## config.mk

```make
export PLATFORM = sky130hd
export DESIGN_NAME = blk_seq
export DESIGN_NICKNAME = d
export VERILOG_FILES = /design/src/rtl/blk_seq_pkg.sv /design/src/rtl/blk_code_dec.sv /design/src/rtl/blk_word_ctr.sv /design/src/rtl/blk_strobe_gen.sv /design/src/rtl/blk_seq.sv
export SDC_FILE = /design/constraint.sdc
export NUM_CORES = 1
export LEC_CHECK = 0
export ABC_AREA = 1
export CAP_MARGIN = 10
export CORE_MARGIN = 1
export CORE_UTILIZATION = 59
export DETAILED_ROUTE_END_ITERATION = 10
export DONT_BUFFER_PORTS = 1
export PLACE_DENSITY_LB_ADDON = 0.2
export SYNTH_ARGS = -nofsm -noshare
export SYNTH_HDL_FRONTEND = slang
export SYNTH_SLANG_ARGS = --single-unit
```

## constraint.sdc

```tcl
create_clock -name clk -period 0.93 [get_ports clk]
set_input_delay 0.0465 -clock clk [delete_from_list [all_inputs] [get_ports clk]]
set_output_delay 0.0465 -clock clk [all_outputs]
set_load 0.02 [all_outputs]
```

## src/rtl/blk_seq_pkg.sv

```systemverilog
package blk_seq_pkg;
  typedef enum logic {
    ST_IDLE = 1'b0,
    ST_XFER = 1'b1
  } seq_state_t;
endpackage

```

## src/rtl/blk_code_dec.sv

```systemverilog
// Word-count code decoder: code (2^k)-1 means 2^k words, k = 1..CNT_W.
// The last offset index equals the code itself.
module blk_code_dec #(
  parameter int CNT_W = 4
) (
  input  logic [CNT_W-1:0] code_i,
  output logic             valid_o,
  output logic [CNT_W-1:0] last_o
);
  logic [CNT_W-1:0] hit;

  for (genvar k = 1; k <= CNT_W; k++) begin : g_size
    localparam logic [CNT_W-1:0] PAT = CNT_W'((1 << k) - 1);
    assign hit[k-1] = (code_i == PAT);
  end

  always_comb begin
    valid_o = |hit;
    last_o  = valid_o ? code_i : '0;
  end
endmodule

```

## src/rtl/blk_word_ctr.sv

```systemverilog
module blk_word_ctr #(
  parameter int CNT_W = 4
) (
  input  logic             clk,
  input  logic             rst_n,
  input  logic             clr_i,
  input  logic             inc_i,
  output logic [CNT_W-1:0] off_o
);
  logic [CNT_W-1:0] off_q, off_d;
  logic             off_en;

  always_comb begin
    off_en = clr_i | inc_i;
    off_d  = clr_i ? '0 : off_q + 1'b1;
  end

  always_ff @(posedge clk or negedge rst_n) begin
    if (!rst_n)      off_q <= '0;
    else if (off_en) off_q <= off_d;
  end

  assign off_o = off_q;
endmodule

```

## src/rtl/blk_strobe_gen.sv

```systemverilog
module blk_strobe_gen (
  input  logic clk,
  input  logic rst_n,
  input  logic word_i,
  input  logic last_i,
  input  logic rd_i,
  output logic cap_o,
  output logic wr_o
);
  logic cap_d, wr_d;

  always_comb begin
    cap_d = rd_i & (word_i | last_i);
    wr_d  = ~rd_i & word_i;
  end

  always_ff @(posedge clk or negedge rst_n) begin
    if (!rst_n) begin
      cap_o <= 1'b0;
      wr_o  <= 1'b0;
    end else begin
      cap_o <= cap_d;
      wr_o  <= wr_d;
    end
  end


  strobe_excl_chk: assert property (@(posedge clk) disable iff (!rst_n)
    $onehot0({cap_o, wr_o}));
endmodule

```

## src/rtl/blk_seq.sv

```systemverilog
module blk_seq
  import blk_seq_pkg::*;
#(
  parameter int CNT_W = 4
) (
  input  logic             clk,
  input  logic             rst_n,
  input  logic             start_i,
  input  logic             rd_i,
  input  logic [CNT_W-1:0] cnt_code_i,
  input  logic             mid_ack_i,
  input  logic             end_ack_i,
  output logic             busy_o,
  output logic [CNT_W-1:0] word_off_o,
  output logic             cap_stb_o,
  output logic             wr_req_o,
  output logic             done_o,
  output logic             code_err_o,
  output logic             short_o
);
  // reset: asserted asynchronously, released on a clock edge
  logic [1:0] rst_sync_q;
  logic       rst_n_s;

  always_ff @(posedge clk or negedge rst_n) begin
    if (!rst_n) rst_sync_q <= 2'b00;
    else        rst_sync_q <= {rst_sync_q[0], 1'b1};
  end
  assign rst_n_s = rst_sync_q[1];

  seq_state_t       state_q, state_d;
  logic [CNT_W-1:0] last_q, last_d;
  logic             dir_q, dir_d;
  logic             short_q, short_d;
  logic             done_q, done_d;
  logic             err_q, err_d;
  logic             code_ok;
  logic [CNT_W-1:0] code_last;
  logic             accept, word_ev, final_ev, at_last;

  blk_code_dec #(.CNT_W(CNT_W)) u_dec (
    .code_i (cnt_code_i),
    .valid_o(code_ok),
    .last_o (code_last)
  );

  always_comb begin
    at_last  = (word_off_o == last_q);
    accept   = (state_q == ST_IDLE) & start_i & code_ok;
    final_ev = (state_q == ST_XFER) & end_ack_i;
    word_ev  = (state_q == ST_XFER) & mid_ack_i & ~end_ack_i & ~at_last;
  end

  always_comb begin
    state_d = state_q;
    last_d  = last_q;
    dir_d   = dir_q;
    short_d = short_q;
    done_d  = 1'b0;
    err_d   = 1'b0;
    case (state_q)
      ST_IDLE: begin
        if (start_i) begin
          if (code_ok) begin
            state_d = ST_XFER;
            last_d  = code_last;
            dir_d   = rd_i;
            short_d = 1'b0;
          end else begin
            err_d = 1'b1;
          end
        end
      end
      ST_XFER: begin
        if (end_ack_i) begin
          state_d = ST_IDLE;
          done_d  = 1'b1;
          short_d = ~at_last;
        end
      end
      default: state_d = ST_IDLE;
    endcase
  end

  always_ff @(posedge clk or negedge rst_n_s) begin
    if (!rst_n_s) begin
      state_q <= ST_IDLE;
      last_q  <= '0;
      dir_q   <= 1'b0;
      short_q <= 1'b0;
      done_q  <= 1'b0;
      err_q   <= 1'b0;
    end else begin
      state_q <= state_d;
      last_q  <= last_d;
      dir_q   <= dir_d;
      short_q <= short_d;
      done_q  <= done_d;
      err_q   <= err_d;
    end
  end

  blk_word_ctr #(.CNT_W(CNT_W)) u_ctr (
    .clk  (clk),
    .rst_n(rst_n_s),
    .clr_i(accept),
    .inc_i(word_ev),
    .off_o(word_off_o)
  );

  blk_strobe_gen u_stb (
    .clk   (clk),
    .rst_n (rst_n_s),
    .word_i(word_ev),
    .last_i(final_ev),
    .rd_i  (dir_q),
    .cap_o (cap_stb_o),
    .wr_o  (wr_req_o)
  );

  assign busy_o     = (state_q == ST_XFER);
  assign done_o     = done_q;
  assign code_err_o = err_q;
  assign short_o    = short_q;


  off_step_chk: assert property (@(posedge clk) disable iff (!rst_n_s)
    (busy_o && mid_ack_i && !end_ack_i && word_off_o != last_q)
      |=> (word_off_o == $past(word_off_o) + 1'b1));

  off_bound_chk: assert property (@(posedge clk) disable iff (!rst_n_s)
    busy_o |-> (word_off_o <= last_q));

  done_idle_chk: assert property (@(posedge clk) disable iff (!rst_n_s)
    done_o |-> !busy_o);

  err_idle_chk: assert property (@(posedge clk) disable iff (!rst_n_s)
    code_err_o |-> !busy_o);

  idle_hold_chk: assert property (@(posedge clk) disable iff (!rst_n_s)
    (!busy_o && !start_i) |=> !busy_o);

  end_prio_chk: assert property (@(posedge clk) disable iff (!rst_n_s)
    (busy_o && end_ack_i) |=> (!busy_o && $stable(word_off_o)));
endmodule

```

==> impl_results.html, run 1 <==
<table>
<tr><th>Metric</th><th>Value</th></tr>
<tr><th colspan="2">Die</th></tr>
<tr><td>Horizontal extent of the die</td><td>between 30 and 40 um</td></tr>
<tr><td>Cell row count</td><td>12</td></tr>
<tr><td>Initial standard-cell utilization of the core</td><td>0.675</td></tr>
<tr><td>DIE HEIGHT</td><td>38.6 um</td></tr>
<tr><td>Count of boundary I/O pins</td><td>20</td></tr>
<tr><th colspan="2">CTS</th></tr>
<tr><td>CTS resizes</td><td>15</td></tr>
<tr><td>Root buf cell</td><td>sky130_fd_sc_hd__clkbuf_4</td></tr>
<tr><td>Number of buffers created by CTS</td><td>3</td></tr>
<tr><td>H-tree lvl count</td><td>1</td></tr>
<tr><td>Post-CTS Hold Buffers</td><td>8</td></tr>
<tr><td>Setup Buffers After CTS</td><td>4</td></tr>
<tr><td>Number of buffers between clock root and the deepest sink</td><td>2</td></tr>
<tr><td>TritonCTS sink count</td><td>17</td></tr>
<tr><th colspan="2">Synth</th></tr>
<tr><td>Most area-consuming cells after synthesis</td><td>sky130_fd_sc_hd__dfrtp_1 (54%), sky130_fd_sc_hd__nand2_1 (14%), sky130_fd_sc_hd__inv_1 (7.1%)</td></tr>
<tr><td>Synth warnings</td><td>0</td></tr>
<tr><td>Post-synth cell types</td><td>19</td></tr>
<tr><td>Most frequent cells after synthesis</td><td>sky130_fd_sc_hd__nand2_1 (29), sky130_fd_sc_hd__dfrtp_1 (17), sky130_fd_sc_hd__inv_1 (15)</td></tr>
<tr><td>Area fraction of the dominant cell type after synthesis</td><td>0.538</td></tr>
<tr><td>Synth Flop Type</td><td>sky130_fd_sc_hd__dfrtp_1</td></tr>
<tr><td>Gate count after technology mapping</td><td>93</td></tr>
<tr><td>Post-synthesis net count</td><td>approximately 100</td></tr>
<tr><td>Synthesized area per cell</td><td>between 8 and 9 um2</td></tr>
<tr><td>Number of flops mapped to enable cells by yosys</td><td>0</td></tr>
<tr><td>Cell type contributing the most total cell area after synthesis</td><td>sky130_fd_sc_hd__dfrtp_1</td></tr>
<tr><td>Number of register bits inferred by synthesis</td><td>17</td></tr>
<tr><td>Seq/Total Area, Yosys</td><td>0.538</td></tr>
<tr><td>Proportion of synthesized flip-flops having asynchronous set or reset</td><td>1.00</td></tr>
<tr><td>Cell with the most instances after synthesis</td><td>sky130_fd_sc_hd__nand2_1</td></tr>
<tr><td>Synth Cell Area</td><td>791 um2</td></tr>
<tr><th colspan="2">Status</th></tr>
<tr><td>Stopping stage</td><td>clock tree synthesis (4_1_cts)</td></tr>
<tr><td>Result of the run</td><td>did not finish</td></tr>
<tr><td>Log Error</td><td>[ERROR DPL-0038] Utilization greater than 100%, impossible to legalize</td></tr>
<tr><th colspan="2">Placed design</th></tr>
<tr><td>Number of port buffers</td><td>0</td></tr>
<tr><td>Global placer's final weighted congestion</td><td>0.771</td></tr>
<tr><td>Post-DP HPWL</td><td>between 1 and 1.5 mm</td></tr>
<tr><td>Number of instances in the placed design</td><td>124</td></tr>
</table>
==> through the flow <==
stage          instance area, um2  TNS (ns)  setup WS (ns)
3_3_place_gp                  970     -1.83         -0.185
2_1_floorplan                 828     -1.78         -0.172
3_5_place_dp                  970     -2.48         -0.244
==> kinds of logic after synthesis <==
logic type      after synthesis  share of synthesized area
simple gates                 50                      0.307
buf+inv                      17                     0.0823
flops                        17                      0.538
compound gates                6                     0.0411
xor+xnor                      1                     0.0111
fa+ha+maj                     1                     0.0158
other cells                   1                    0.00474
==> inputs of run 2 (changes only) <==
Settings changed: CORE_AREA from default to 2 2 63 65, CORE_MARGIN 1 to default, CORE_UTILIZATION 59 to default, DIE_AREA from default to 0 0 65 67, PLACE_DENSITY_LB_ADDON 0.2 to 0.15.
==> impl_results.html, run 2 <==
<table>
<tr><th>Metric</th><th>Value</th></tr>
<tr><th colspan="2">Status</th></tr>
<tr><td>Result of the run</td><td>finished, violations left</td></tr>
<tr><td>Violations in the final reports</td><td>setup timing</td></tr>
<tr><th colspan="2">Cells and area</th></tr>
<tr><td>Filler Cell Count</td><td>382</td></tr>
<tr><td>Leading cell type in the layout, fill and taps excluded</td><td>sky130_fd_sc_hd__nand2_1</td></tr>
<tr><td>Antenna Cells</td><td>0</td></tr>
<tr><td>Non-Filler Instances</td><td>176</td></tr>
<tr><td>Nets@finish</td><td>between 100 and 150</td></tr>
<tr><td>Commonest cells after routing, fill and taps aside</td><td>sky130_fd_sc_hd__nand2_1 (22), sky130_fd_sc_hd__buf_4 (17), sky130_fd_sc_hd__dfrtp_1 (12)</td></tr>
<tr><td>Fraction of final layout cells sized beyond drive strength 1</td><td>0.477</td></tr>
<tr><td>Area of the multi-input gates</td><td>roughly 370 um2</td></tr>
<tr><td>Area growth syn-to-layout</td><td>59.2%</td></tr>
<tr><td>Footprint of the flip-flops and latches</td><td>432 um2</td></tr>
<tr><th colspan="2">GRT</th></tr>
<tr><td>Wire length of the first global-routing pass</td><td>3.17 mm</td></tr>
<tr><td>Overflow left after global routing</td><td>0</td></tr>
<tr><td>Global routing usage summed across all routing layers</td><td>0.0933</td></tr>
<tr><td>Number of global-route vias before repair</td><td>792</td></tr>
<tr><td>Largest net degree at the start of global routing</td><td>19</td></tr>
<tr><td>Initial antenna violation count</td><td>0</td></tr>
<tr><th colspan="2">Setup path</th></tr>
<tr><td>Path type of the worst setup path</td><td>reg -&gt; reg</td></tr>
<tr><td>Critical Path AT</td><td>~1.3 ns</td></tr>
<tr><td>R2r endpoint</td><td>u_ctr.off_o[2]$_DFFE_PN0P_</td></tr>
<tr><td>CP peak stage delay</td><td>around 0.45 ns</td></tr>
<tr><td>Data required time of the critical path</td><td>about 1.1 ns</td></tr>
<tr><td>Crit-path cells</td><td>nand2_1 &gt; nand2_1 &gt; nor2_2 &gt; nand2_2 &gt; nand2_4 &gt; nand3_2 &gt; nand2_2</td></tr>
<tr><td>R2r worst-path depth</td><td>7</td></tr>
<tr><td>Crit-path max FO</td><td>6</td></tr>
<tr><td>Worst reg2reg path startpoint</td><td>u_ctr.off_o[1]$_DFFE_PN0P_</td></tr>
<tr><td>Crit. End Element</td><td>flip-flop</td></tr>
<tr><td>Family with the most delay on the worst path</td><td>simple AND/OR/NAND/NOR gates</td></tr>
<tr><td>Worst path buffer plus inverter count</td><td>0</td></tr>
<tr><td>Register-to-register path setup slack</td><td>-0.22 ns</td></tr>
<tr><td>Element type at the critical path start</td><td>flip-flop</td></tr>
<tr><td>Crit path max-delay cell type</td><td>sky130_fd_sc_hd__dfrtp_2</td></tr>
<tr><th colspan="2">Detailed routing</th></tr>
<tr><td>Count of TritonRoute iterations in the first routing pass</td><td>2</td></tr>
<tr><td>Number of routed nets with antenna violations</td><td>0</td></tr>
<tr><td>Vias per cell</td><td>about 4.0</td></tr>
<tr><td>Routed WL per cell</td><td>10.3 um</td></tr>
<tr><td>Via count</td><td>705</td></tr>
<tr><td>DRC errors left</td><td>0</td></tr>
<tr><td>Routed WL</td><td>1.81 mm</td></tr>
<tr><td>Iter 0 DRT Violations</td><td>4</td></tr>
<tr><th colspan="2">Placed design</th></tr>
<tr><td>Number of port buffers</td><td>0</td></tr>
<tr><td>Global placer's final weighted congestion</td><td>0.760</td></tr>
<tr><td>Post-DP HPWL</td><td>between 1 and 1.5 mm</td></tr>
<tr><td>Number of instances in the placed design</td><td>161</td></tr>
<tr><th colspan="2">Die</th></tr>
<tr><td>Die area</td><td>0.00436 mm2</td></tr>
<tr><td>Horizontal extent of the die</td><td>65 um</td></tr>
<tr><td>Count of boundary I/O pins</td><td>20</td></tr>
<tr><td>Cell row count</td><td>22</td></tr>
<tr><td>Initial standard-cell utilization of the core</td><td>0.219</td></tr>
<tr><td>DIE HEIGHT</td><td>67 um</td></tr>
<tr><td>Total core area</td><td>0.00361 mm2</td></tr>
<tr><th colspan="2">Synth</th></tr>
<tr><td>Proportion of synthesized flip-flops having asynchronous set or reset</td><td>1.00</td></tr>
<tr><td>Synth Cell Area</td><td>791 um2</td></tr>
<tr><td>Area fraction of the dominant cell type after synthesis</td><td>0.538</td></tr>
<tr><td>Number of flops mapped to enable cells by yosys</td><td>0</td></tr>
<tr><td>Post-synth cell types</td><td>19</td></tr>
<tr><td>Number of register bits inferred by synthesis</td><td>17</td></tr>
<tr><td>Synthesized area per cell</td><td>8.50 um2</td></tr>
<tr><td>Cell type contributing the most total cell area after synthesis</td><td>sky130_fd_sc_hd__dfrtp_1</td></tr>
<tr><td>Most frequent cells after synthesis</td><td>sky130_fd_sc_hd__nand2_1 (29), sky130_fd_sc_hd__dfrtp_1 (17), sky130_fd_sc_hd__inv_1 (15)</td></tr>
<tr><td>Synth warnings</td><td>0</td></tr>
<tr><td>Cell with the most instances after synthesis</td><td>sky130_fd_sc_hd__nand2_1</td></tr>
<tr><td>Synth Flop Type</td><td>sky130_fd_sc_hd__dfrtp_1</td></tr>
<tr><td>Post-synthesis net count</td><td>between 100 and 150</td></tr>
<tr><td>Gate count after technology mapping</td><td>93</td></tr>
<tr><td>Most area-consuming cells after synthesis</td><td>sky130_fd_sc_hd__dfrtp_1 (54%), sky130_fd_sc_hd__nand2_1 (14%), sky130_fd_sc_hd__inv_1 (7.1%)</td></tr>
<tr><td>Seq/Total Area, Yosys</td><td>0.538</td></tr>
<tr><th colspan="2">Timing</th></tr>
<tr><td>Final-layout worst hold slack</td><td>approximately 0.024 ns</td></tr>
<tr><td>Clock period minus worst slack</td><td>1.15 ns</td></tr>
<tr><td>Final count of pins violating max slew</td><td>0</td></tr>
<tr><td>Max frequency</td><td>~870 MHz</td></tr>
<tr><td>Setup skew after layout</td><td>approximately 0.0018 ns</td></tr>
<tr><td>Hold Violations, Final</td><td>0</td></tr>
<tr><td>Endpoints failing setup</td><td>16</td></tr>
<tr><td>Final critical-path share of the clock period</td><td>1.24</td></tr>
<tr><td>Setup ws final</td><td>-0.222 ns</td></tr>
<tr><td>Setup repair after global routing missed its margin</td><td>yes</td></tr>
<tr><th colspan="2">Worst hold path</th></tr>
<tr><td>Hold/Removal Path Class</td><td>in -&gt; async</td></tr>
<tr><th colspan="2">Pwr</th></tr>
<tr><td>Post-layout total power</td><td>0.00204 W</td></tr>
<tr><td>Worst voltage drop across the vdd grid</td><td>about 0.63 mV</td></tr>
<tr><td>Total leakage power</td><td>between 0.6 and 0.7 nW</td></tr>
<tr><td>Cell Pwr Density</td><td>1620 mW/mm2</td></tr>
<tr><th colspan="2">CTS</th></tr>
<tr><td>Worst skew pair latency</td><td>~0.24 ns</td></tr>
<tr><td>Clock tree from TritonCTS</td><td>built</td></tr>
<tr><td>Clock-pin transition on the worst setup and hold timing paths</td><td>~0.060 ns</td></tr>
<tr><td>Root buf cell</td><td>sky130_fd_sc_hd__clkbuf_8</td></tr>
<tr><td>H-tree lvl count</td><td>1</td></tr>
<tr><td>TritonCTS sink count</td><td>17</td></tr>
<tr><td>Number of buffers between clock root and the deepest sink</td><td>2</td></tr>
<tr><td>Number of buffers created by CTS</td><td>3</td></tr>
<tr><th colspan="2">Flow run</th></tr>
<tr><td>Max_cap viols</td><td>0</td></tr>
</table>
-- run 2: repair_timing --
action,4_1_cts,5_1_grt
resized for setup,15,10
hold buffers,7,0
endpoints found under the setup margin,16,17
pin swaps,2,3
hold endpoints to repair,10,0
buffers inserted,3,1
-- run 2: layer usage --
layer  routed length (um)  up-vias  track usage
li1                     -      360            -
met5                    0        -            0
met4                    0        0       0.0319
met1                  798      333       0.0989
met3                   83        0       0.0321
met2                  926       12        0.171
-- run 2: report_power, final --
group	total [W]	leakage, nW	switching (W)	internal, W
sequential	0.000932	0.207	0.0000965	0.000835
combinational	0.000580	0.412	0.000281	0.000299
clock	0.000528	0.0228	0.000225	0.000303
-- run 2: stage by stage --
step | utilization | setup WS [ns] | area [um2] | setup TNS [ns]
2_1_floorplan | - | -0.172 | 828 | -1.78
3_3_place_gp | 0.287 | -0.257 | 1030 | -2.55
3_5_place_dp | 0.287 | -0.241 | 1030 | -2.51
4_1_cts | 0.339 | -0.217 | 1220 | -2.15
5_1_grt | 0.349 | -0.289 | 1260 | -2.97
6_report | 0.349 | -0.222 | 1260 | -2.16
-- run 2: logic make-up (layout without fill, tap and decap cells) --
kind of cell,after synthesis,after routing,synth area share
AOI/OAI and AO/OA,6,6,0.0411
xor gates and xnor gates,1,1,0.0111
adders and majority gates,1,1,0.0158
buffers and inverters,17,52,0.0823
DFF,17,17,0.538
other,1,1,0.00474
and+or+nand+nor,50,50,0.307
-- run 2: cell type report --
cell class              instances  area share
clock buffers                   4      0.0358
well taps                      48      0.0477
flip-flops and latches         17       0.343
inverters                      16      0.0477
multi-input cells              59       0.290
repair buffers                 32       0.236
-- run 2: worst max path at each step --
stage          slack [ns]                         end                       start  depth (start not counted)
2_1_floorplan       -0.17       u_stb.cap_o$_DFF_PN0_  u_ctr.off_o[0]$_DFFE_PN0P_                          7
3_3_place_gp        -0.26  u_ctr.off_o[2]$_DFFE_PN0P_            busy_o$_DFF_PN0_                          4
3_5_place_dp        -0.24  u_ctr.off_o[2]$_DFFE_PN0P_            busy_o$_DFF_PN0_                          4
4_1_cts             -0.22  u_ctr.off_o[3]$_DFFE_PN0P_  u_ctr.off_o[1]$_DFFE_PN0P_                          7
5_1_grt             -0.29  u_ctr.off_o[1]$_DFFE_PN0P_  u_ctr.off_o[0]$_DFFE_PN0P_                          7
6_report            -0.22  u_ctr.off_o[2]$_DFFE_PN0P_  u_ctr.off_o[1]$_DFFE_PN0P_                          7
(Power assumes the default switching activity.)
